### src/rtl/spreg_pkg.sv
package spreg_pkg;

    localparam int XLEN    = 32;
    localparam int EXC_W   = 6;
    localparam int FLAG_LO = 28;
    localparam int TBIT_POS = 24;

    typedef enum logic [3:0] {
        SEL_FLAGS   = 4'd0,
        SEL_EXC     = 4'd1,
        SEL_STATE   = 4'd2,
        SEL_FL_EXC  = 4'd3,
        SEL_FL_ST   = 4'd4,
        SEL_EXC_ST  = 4'd5,
        SEL_ALLST   = 4'd6,
        SEL_MSP     = 4'd8,
        SEL_PSP     = 4'd9,
        SEL_PMASK   = 4'd10,
        SEL_CTRL    = 4'd11
    } sel_e;

    typedef struct packed {
        logic [3:0]       flags;
        logic             tbit;
        logic [EXC_W-1:0] exc;
    } status_t;

    function automatic logic sel_has_flags(input logic [3:0] s);
        return (s == SEL_FLAGS) || (s == SEL_FL_EXC) ||
               (s == SEL_FL_ST) || (s == SEL_ALLST);
    endfunction

    function automatic logic sel_has_exc(input logic [3:0] s);
        return (s == SEL_EXC) || (s == SEL_FL_EXC) ||
               (s == SEL_EXC_ST) || (s == SEL_ALLST);
    endfunction

    // Software view of the status word: the state bit is never exposed.
    function automatic logic [XLEN-1:0] status_view(input status_t st,
                                                    input logic [3:0] s);
        logic [XLEN-1:0] w;
        w = '0;
        if (sel_has_flags(s)) w[XLEN-1:FLAG_LO] = st.flags;
        if (sel_has_exc(s))   w[EXC_W-1:0]      = st.exc;
        return w;
    endfunction

endpackage

### src/rtl/spreg_status.sv
module spreg_status
    import spreg_pkg::*;
(
    input  logic            clk,
    input  logic            rst,
    input  logic            rst_t,
    input  logic [3:0]      sel,
    input  logic            we,
    input  logic [XLEN-1:0] wdata,
    input  logic            entry,
    input  logic [EXC_W-1:0] entry_num,
    input  logic            entry_t,
    input  logic            ret,
    input  logic [XLEN-1:0] ret_psr,
    output status_t         st
);

    status_t st_q;

    always_ff @(posedge clk) begin
        if (rst) begin
            st_q.flags <= '0;
            st_q.tbit  <= rst_t;
            st_q.exc   <= '0;
        end else if (ret) begin
            st_q.flags <= ret_psr[XLEN-1:FLAG_LO];
            st_q.tbit  <= ret_psr[TBIT_POS];
            st_q.exc   <= ret_psr[EXC_W-1:0];
        end else if (entry) begin
            st_q.exc   <= entry_num;
            st_q.tbit  <= entry_t;
        end else if (we && sel_has_flags(sel)) begin
            st_q.flags <= wdata[XLEN-1:FLAG_LO];
        end
    end

    assign st = st_q;

    assert_ret_restore_R9: assert property (@(posedge clk) disable iff (rst)
        ret |=> (st.flags == $past(ret_psr[XLEN-1:FLAG_LO])) &&
                (st.tbit == $past(ret_psr[TBIT_POS])) &&
                (st.exc == $past(ret_psr[EXC_W-1:0])));

    assert_exc_readonly_R7: assert property (@(posedge clk) disable iff (rst)
        (!entry && !ret) |=> $stable(st.exc) && $stable(st.tbit));

    assert_entry_order_R11: assert property (@(posedge clk) disable iff (rst)
        (entry && !ret) |=> (st.exc == $past(entry_num)) &&
                            $stable(st.flags));

endmodule

### src/rtl/spreg_stack.sv
module spreg_stack
    import spreg_pkg::*;
#(
    parameter bit PRIV_EN = 1'b1
) (
    input  logic            clk,
    input  logic            rst,
    input  logic [XLEN-1:0] rst_sp,
    input  logic            handler,
    input  logic [3:0]      sel,
    input  logic            we,
    input  logic [XLEN-1:0] wdata,
    output logic [XLEN-1:0] msp,
    output logic [XLEN-1:0] psp,
    output logic            spsel,
    output logic            npriv,
    output logic [XLEN-1:0] sp_active,
    output logic            sp_is_psp
);

    localparam logic [XLEN-1:0] ALIGN_MASK = ~(XLEN'(3));

    logic [XLEN-1:0] msp_q, psp_q;
    logic            spsel_q, npriv_q;

    always_ff @(posedge clk) begin
        if (rst) begin
            msp_q   <= rst_sp & ALIGN_MASK;
            psp_q   <= '0;
            spsel_q <= 1'b0;
        end else if (we) begin
            if (sel == SEL_MSP) msp_q <= wdata & ALIGN_MASK;
            if (sel == SEL_PSP) psp_q <= wdata & ALIGN_MASK;
            if (sel == SEL_CTRL && !handler) spsel_q <= wdata[1];
        end
    end

    generate
        if (PRIV_EN) begin : g_priv
            always_ff @(posedge clk) begin
                if (rst)                        npriv_q <= 1'b0;
                else if (we && sel == SEL_CTRL) npriv_q <= wdata[0];
            end
        end else begin : g_nopriv
            assign npriv_q = 1'b0;
        end
    endgenerate

    assign msp       = msp_q;
    assign psp       = psp_q;
    assign spsel     = spsel_q;
    assign npriv     = npriv_q;
    assign sp_is_psp = spsel_q && !handler;
    assign sp_active = sp_is_psp ? psp_q : msp_q;

    assert_handler_uses_main_R2: assert property (@(posedge clk) disable iff (rst)
        handler |-> (sp_active == msp));

    assert_spsel_hold_R3: assert property (@(posedge clk) disable iff (rst)
        (handler && we && sel == SEL_CTRL) |=> $stable(spsel));

    assert_sp_aligned_R10: assert property (@(posedge clk) disable iff (rst)
        (msp[1:0] == 2'b00) && (psp[1:0] == 2'b00));

endmodule

### src/rtl/spreg_mask.sv
module spreg_mask
    import spreg_pkg::*;
(
    input  logic            clk,
    input  logic            rst,
    input  logic [3:0]      sel,
    input  logic            we,
    input  logic [XLEN-1:0] wdata,
    output logic            pmask
);

    logic pmask_q;

    always_ff @(posedge clk) begin
        if (rst)                         pmask_q <= 1'b0;
        else if (we && sel == SEL_PMASK) pmask_q <= wdata[0];
    end

    assign pmask = pmask_q;

    assert_pmask_write_R8: assert property (@(posedge clk) disable iff (rst)
        (we && sel == SEL_PMASK) |=> (pmask == $past(wdata[0])));

endmodule

### src/rtl/spreg_file.sv
module spreg_file
    import spreg_pkg::*;
#(
    parameter bit PRIV_EN = 1'b1
) (
    input  logic              clk,
    input  logic              rst,
    input  logic [XLEN-1:0]   vec_sp,
    input  logic [XLEN-1:0]   vec_pc,
    input  logic              handler_mode,
    input  logic [3:0]        mv_sel,
    input  logic              mv_we,
    input  logic [XLEN-1:0]   mv_wdata,
    output logic [XLEN-1:0]   mv_rdata,
    input  logic              exc_entry,
    input  logic [EXC_W-1:0]  exc_entry_num,
    input  logic              exc_entry_t,
    input  logic              exc_return,
    input  logic [XLEN-1:0]   exc_ret_psr,
    output logic [XLEN-1:0]   sp_active,
    output logic              sp_is_psp,
    output logic              prio_masked,
    output logic              thread_unpriv,
    output logic              t_fault
);

    status_t         st;
    logic [XLEN-1:0] msp, psp;
    logic            spsel, npriv, pmask;

    spreg_status u_status (
        .clk      (clk),
        .rst      (rst),
        .rst_t    (vec_pc[0]),
        .sel      (mv_sel),
        .we       (mv_we),
        .wdata    (mv_wdata),
        .entry    (exc_entry),
        .entry_num(exc_entry_num),
        .entry_t  (exc_entry_t),
        .ret      (exc_return),
        .ret_psr  (exc_ret_psr),
        .st       (st)
    );

    spreg_stack #(.PRIV_EN(PRIV_EN)) u_stack (
        .clk      (clk),
        .rst      (rst),
        .rst_sp   (vec_sp),
        .handler  (handler_mode),
        .sel      (mv_sel),
        .we       (mv_we),
        .wdata    (mv_wdata),
        .msp      (msp),
        .psp      (psp),
        .spsel    (spsel),
        .npriv    (npriv),
        .sp_active(sp_active),
        .sp_is_psp(sp_is_psp)
    );

    spreg_mask u_mask (
        .clk  (clk),
        .rst  (rst),
        .sel  (mv_sel),
        .we   (mv_we),
        .wdata(mv_wdata),
        .pmask(pmask)
    );

    always_comb begin
        mv_rdata = status_view(st, mv_sel);
        case (mv_sel)
            SEL_MSP:   mv_rdata = msp;
            SEL_PSP:   mv_rdata = psp;
            SEL_PMASK: mv_rdata = {{(XLEN-1){1'b0}}, pmask};
            SEL_CTRL:  mv_rdata = {{(XLEN-2){1'b0}}, spsel & ~handler_mode, npriv};
            default:   ;
        endcase
    end

    assign prio_masked   = pmask;
    assign thread_unpriv = npriv;
    assign t_fault       = ~st.tbit;

    assert_state_hidden_R6: assert property (@(posedge clk) disable iff (rst)
        (mv_sel == SEL_STATE) |-> (mv_rdata == '0));

    assert_tfault_after_return_R9: assert property (@(posedge clk) disable iff (rst)
        exc_return |=> (t_fault == !$past(exc_ret_psr[TBIT_POS])));

    assert_ctrl_handler_read_R3: assert property (@(posedge clk) disable iff (rst)
        (handler_mode && mv_sel == SEL_CTRL) |-> (mv_rdata[1] == 1'b0));

endmodule

### config.mk
export PLATFORM = sky130hd
export DESIGN_NAME = spreg_file
export DESIGN_NICKNAME = d
export VERILOG_FILES = /design/src/rtl/spreg_pkg.sv /design/src/rtl/spreg_status.sv /design/src/rtl/spreg_stack.sv /design/src/rtl/spreg_mask.sv /design/src/rtl/spreg_file.sv
export SDC_FILE = /design/constraint.sdc
export NUM_CORES = 1
export LEC_CHECK = 0
export BUFFER_PORTS_ARGS = -buffer_cell sky130_fd_sc_hd__buf_2
export CAP_MARGIN = 25
export CORE_MARGIN = 2
export CORE_UTILIZATION = 35
export CTS_CLUSTER_DIAMETER = 40
export DETAILED_ROUTE_END_ITERATION = 8
export PLACE_DENSITY = 0.67
export SETUP_SLACK_MARGIN = 0.2
export SYNTH_ARGS = -nofsm -noshare
export SYNTH_HDL_FRONTEND = slang
export SYNTH_SLANG_ARGS = --single-unit
### constraint.sdc
create_clock -name clk -period 2.3 [get_ports clk]
set_input_delay 0.115 -clock clk [delete_from_list [all_inputs] [get_ports clk]]
set_output_delay 0.115 -clock clk [all_outputs]
set_load 0.05 [all_outputs]
## After elaboration in Yosys (flattened, before gate mapping)

Index checks and enable logic that the tools add are counted.
W data, S select, Z words.

- Register bits: 74
- Bits of input ports: 145
- Word-level logic and storage cells: 55

- Equal/unequal tests: 10
- Multiplexer cells: 12
- Bitwise gates (word level): 3
- Reduce and logical (&&, ||, !) cells: 22

Operators with widths:

| operator | count |
|---|---|
| $mux W32 | 4 |
| $pmux W32 S4 | 1 |
| $eq A4 B4 Y1 const B | 4 |
| $mux W7 | 2 |
| $eq A4 B3 Y1 const B | 3 |
| $mux W4 | 3 |
| $mux W11 | 1 |
| $reduce_and A2 Y1 | 4 |
| $reduce_bool A2 Y1 | 4 |
| $logic_or A1 B1 Y1 | 6 |
| $mux W6 | 1 |
| $logic_and A1 B1 Y1 | 5 |
| $eq A4 B1 Y1 const B | 1 |
| $eq A4 B2 Y1 const B | 1 |
| $logic_not A4 Y1 | 1 |
| $reduce_bool A3 Y1 | 1 |
| $ne A2 B1 Y1 const B | 1 |
| $not A1 Y1 | 2 |
| $and A1 B1 Y1 | 1 |
| $logic_not A1 Y1 | 1 |

## Logic depth before layout (Yosys ltp)

- Depth in word-level cells: 9
- Depth in mapped cells: 5
- Mapped depth without buffers: 4

## By module

Synthesis repeated with hierarchy kept, for this count alone.

- Cells, all modules: 483
- Area total of the unflattened synthesis: 4,484.3 um^2

Modules (own cells, without submodules):

| module | times used | cells an instance | area each (um^2) | seq. area each (um^2) |
|---|---|---|---|---|
| spreg_stack | 1 | 316 | 3,121.7 | 1,541.5 |
| spreg_file | 1 | 97 | 711.9 | 0.0 |
| spreg_status | 1 | 64 | 575.6 | 230.2 |
| spreg_mask | 1 | 6 | 75.1 | 20.0 |

## Least setup slack after synthesis

Ideal clock, no wire load.

- Kind: input -> register
- From: input port mv_sel[3]
- To: register u_stack.msp_q[10], in the netlist u_stack.msp[10], enable pin
- Setup time: 0.423 ns
- Arrival: 2.062 ns
- Required time: 1.877 ns
- Setup slack: -0.185 ns
- Stages: 4
- Cells stage by stage: nor2b_4 nand2b_1 clkbuf_1 o21bai_1

- Cells in the longest elaborated chain, start to end: 3

RTL lines:

| what | line | source |
|---|---|---|
| from (decl) | spreg_file.sv:11 | `input logic [3:0] mv_sel,` |
| $eq A4 B4 Y1 | spreg_stack.sv:32 | `if (sel == SEL_MSP) msp_q <= wdata & ALIGN_MASK;` |
| $reduce_bool A2 Y1 (no line) | n/a |  |
| $reduce_and A2 Y1 (no line) | n/a |  |
| to (signal assigned) | spreg_stack.sv:28 | `msp_q <= rst_sp & ALIGN_MASK;` |
| to (signal assigned) | spreg_stack.sv:32 |  |
| to (decl) | spreg_stack.sv:23 | `logic [XLEN-1:0] msp_q, psp_q;` |

No other way between the ends.
A chain may end at the register's enable or synchronous reset.

## Worst setup path after layout

- From: register u_stack.spsel_q, in the netlist u_stack.spsel
- To: output port sp_active[21]

- Cells in the longest elaborated chain, start to end: 2

RTL lines:

| what | line | source |
|---|---|---|
| from (decl) | spreg_stack.sv:24 | `logic spsel_q, npriv_q;` |
| from (signal assigned) | spreg_stack.sv:34 | `if (sel == SEL_CTRL && !handler) spsel_q <= wdata[1];` |
| $logic_and A1 B1 Y1 | spreg_stack.sv:53 | `assign sp_is_psp = spsel_q && !handler;` |
| $mux W32 | spreg_stack.sv:54 | `assign sp_active = sp_is_psp ? psp_q : msp_q;` |
| to (decl) | spreg_file.sv:20 | `output logic [XLEN-1:0] sp_active,` |

No other way between the ends.

==> summary.md <==
| Metric | Value |
|---|---|
| CTS tree | `done` |
| Final setup TNS | `0 ns` |
| Critical path startpoint category | `register` |
| Number of search-and-repair iterations in the first detailed-routing pass | `4` |
| Cell area power density | `between 600 and 700 nW/um^2` |
| Count of standard-cell rows | `39` |
| Final-report hold violation count | `0` |
| Number of synthesized flops with an enable pin | `31` |
| DR DRC count | `0` |
| Count of input and output buffers | `around 160` |
| Clock period minus final worst setup slack | `around 1.9 ns` |
| Number of clock buffers inserted by TritonCTS | `9` |
| Die height | `110.8 um` |
| CP max FO | `19` |
| Postcts setup bufs | `0` |
| Initial antenna violation count | `0` |
| Initial drt markers | `~150` |
| Post-cts gate resize count | `0` |
| Routed via count divided by cell count | `between 4 and 5` |
| Type of the setup path with the least slack | `reg -> out` |
| Total net switching power | `~0.0010 W` |
| Area growth syn-to-layout | `29.14%` |
| Synthesized area divided by synthesized cell count | `roughly 10 um^2` |
| Compound-Gate Fraction of Synth Area | `between 9 and 10%` |
| Relative max-transition margin | `~53%` |
| Register-to-Register Path Depth | `2` |
| Initial Utilization | `between 30% and 40%` |
| Root cell of the clock tree | `sky130_fd_sc_hd__clkbuf_16` |
| Clock transition time at the flip-flop clock pins of the worst setup and hold paths | `0.06 ns` |
| Final Max Tran Viols | `0` |
| Tightest Pin Transition | `~0.70 ns` |
| Post-synthesis share of cell area spent on xor and xnor gates | `less than 1%` |
| Cell Count, Final, Fillers Out | `approximately 690` |
| Final layout net count | `about 690` |
| Flop pwr share | `about 43%` |
| Synth Register Bits | `74` |
| Remaining global-route overflow | `0` |
| Part of the cycle the worst path needs | `82.90%` |
| Arrival time of data at the critical path endpoint | `between 1.5 and 2 ns` |
| Number of cells produced by synthesis | `400` |
| Core box area | `approximately 11000 um^2` |
| Net Sw Frac | `29.83%` |
| Outcome | `finished clean` |
| Post-synthesis share of cell area spent on and, or, nand and nor gates | `approximately 13%` |
| Worst min-delay path class | `in -> reg` |
| CP startpoint | `u_stack.spsel` |
| Leakage power | `~2.3 nW` |
| Final total power | `~0.0035 W` |
| Share of power burned in the clock network | `35.7%` |
| Setup violation total in the final timing report | `0` |
| Share of async-settable or async-resettable flops after synthesis | `0%` |
| Endpoint, Worst Hold | `u_status.st[1]` |
| Fmax | `approximately 520 MHz` |
| Reg-to-reg critical path startpoint | `u_status.st[7]` |
| Int Power | `0.002430 W` |
| Wire length of the first global-routing pass | `~17000 um` |
| Count of vias placed by the detailed router | `3428` |
| RePlAce Congestion | `approximately 0.80` |
| Most instantiated library cell after synthesis | `sky130_fd_sc_hd__nand2_1` |
| Combinational family with the most area after synthesis | `multiplexers` |
| Max IR drop VDD | `0.0003726 V` |
| Required time worst endpoint | `2.18 ns` |
| Setup slack on the worst flop-to-flop path | `between 1 and 1.5 ns` |
| Largest clock skew in the final design | `0 ns` |
| Unique masters post-synth | `32` |
| Total I/O pin count | `213` |
| H-tree depth | `3` |
| Worst setup EP type | `output pin` |
| Worst-case clock buffer depth | `2` |
| Adder-cell area share of the yosys netlist | `0%` |
| Post-synthesis cell type with the largest combined area | `sky130_fd_sc_hd__edfxtp_1` |
| Launch point of the worst hold path | `exc_ret_psr[1]` |
| Top FF cell, synth | `sky130_fd_sc_hd__dfxtp_1` |
| Fraction of final layout cells with drive strength greater than 1 | `between 40% and 50%` |
| Destination of the worst register-to-register timing path | `u_status.st[7]` |
| Via count of the first global-routing pass | `between 3k and 4k` |
| Placed wire-length estimate after detailed placement | `roughly 7500 um` |
| Number of max-cap violations | `0` |
| Count of synthesis-stage warnings from yosys | `0` |
| Leading cell types by total area after synthesis | `sky130_fd_sc_hd__edfxtp_1 23%, sky130_fd_sc_hd__dfxtp_1 22%, sky130_fd_sc_hd__mux2_2 17%` |
| Unrepaired setup endpoints after global routing | `no` |
| Number of sinks driven by the clock tree | `74` |
| Proportion of netlist area held by the largest area contributor | `23.32%` |
| Fraction of synthesized area in multiplexers | `27.61%` |
| Number of routed nets with antenna violations | `0` |
| Antenna cell count | `0` |
| Hold Path Stages | `3` |
| List of most frequent post-synthesis cells | `68 x sky130_fd_sc_hd__nand2_1, 61 x sky130_fd_sc_hd__mux2_2, 43 x sky130_fd_sc_hd__dfxtp_1` |
| Total Die Area | `around 12000 um^2` |
| Final cell utilization of the core | `between 40% and 50%` |
| Part of the Yosys area used for sequential elements | `around 45%` |
| Maximum number of pins on one net before global-route repair | `39` |
| Later-pin clock latency in the skew report | `approximately 0.33 ns` |
| Routed WL | `10640 um` |
| CTS Hold Bufs | `0` |
| Floorplan die width | `around 110 um` |
| Cell total after placement | `~680` |
| Combinational power share | `21.2%` |
| Combined global-route utilization of all metal layers | `between 10% and 20%` |
| Avg WL per Cell | `about 15 um` |
| Cell area after technology mapping | `3993 um^2` |
## worst max-delay path by stage
stage               slack (ns)               to  depth (start not counted)
detailed placement        0.65  u_stack.msp[22]                          5
CTS                       0.35    sp_active[21]                          4
global placement          0.67  u_stack.msp[26]                          5
floorplan                 0.44  u_stack.msp[10]                          4
finish                    0.39    sp_active[21]                          4
global route              0.32    sp_active[21]                          4
## through the flow
stage               hold slack (ns)  instance area, um^2  setup WS [ns]
finish                      0.01932                 5156         0.3934
global route                0.02658                 5156         0.3162
CTS                         0.01201                 5156         0.3546
detailed placement           0.3535                 4901         0.6469
global placement             0.3449                 4901         0.6739
floorplan                    0.2510                 4000         0.4363
## sequential cells by signal (all words and copies together), names as in the netlist
register,count
u_mask.pmask,1
u_stack.msp,30
u_stack.npriv,1
u_stack.psp,30
u_stack.spsel,1
u_status.st,11
## placed cells by master (no fill, tap or decap), types with 3 or more instances in the layout
| cell | instances |
|---|---|
| sky130_fd_sc_hd__a21oi_1 | 37 |
| sky130_fd_sc_hd__a221oi_1 | 4 |
| sky130_fd_sc_hd__a31oi_1 | 4 |
| sky130_fd_sc_hd__buf_2 | 156 |
| sky130_fd_sc_hd__buf_4 | 7 |
| sky130_fd_sc_hd__clkbuf_1 | 3 |
| sky130_fd_sc_hd__clkbuf_16 | 9 |
| sky130_fd_sc_hd__clkinv_2 | 3 |
| sky130_fd_sc_hd__dfxtp_1 | 43 |
| sky130_fd_sc_hd__edfxtp_1 | 31 |
| sky130_fd_sc_hd__inv_1 | 6 |
| sky130_fd_sc_hd__mux2_2 | 61 |
| sky130_fd_sc_hd__mux2i_1 | 40 |
| sky130_fd_sc_hd__nand2_1 | 68 |
| sky130_fd_sc_hd__nand2b_1 | 3 |
| sky130_fd_sc_hd__nor2_1 | 38 |
| sky130_fd_sc_hd__o21ai_0 | 10 |
| sky130_fd_sc_hd__o2bb2ai_1 | 4 |
## per-layer routing
layer / part of all wire (%) / GRT usage (%)
met5: 0 / 0
met4: 1.7 / 5.917
met3: 4.9 / 3.445
met2: 51 / 30.84
met1: 42 / 21.02
## critical path, stage by stage, from the launching register on
cell                       delay (ns)
sky130_fd_sc_hd__dfxtp_1         0.32
sky130_fd_sc_hd__nand2b_2        0.33
sky130_fd_sc_hd__buf_12          0.23
sky130_fd_sc_hd__mux2_2          0.36
sky130_fd_sc_hd__buf_2           0.22
## area by class of cell
type	instances	area [um^2]
clock buffer	12	236.5
clock inverter	4	18.77
fill	1077	6116
inverter	6	22.52
multi-input combinational	290	2034
sequential	74	1792
tap	143	178.9
timing repair buffer	165	873.3
## power by group through the flow
stage | combinational, W | clock (W) | sequential [W]
global placement | 0.000729 | 0 | 0.00151
global route | 0.000784 | 0.00133 | 0.00150
detailed placement | 0.000739 | 0 | 0.00152
floorplan | 0.000532 | 0 | 0.00151
CTS | 0.000742 | 0.00127 | 0.00149
finish | 0.000736 | 0.00124 | 0.00149
## cells by family (layout without fill, tap and decap cells)
family                    Yosys count  after routing
AOI/OAI and AO/OA                  63             63
xor gates and xnor gates            1              1
buffers and inverters              37            187
DFF                                74             74
muxes                             102            102
other                               1              2
and+or+nand+nor                   122            122
Note: power is estimated with default switching activity, not from simulation.
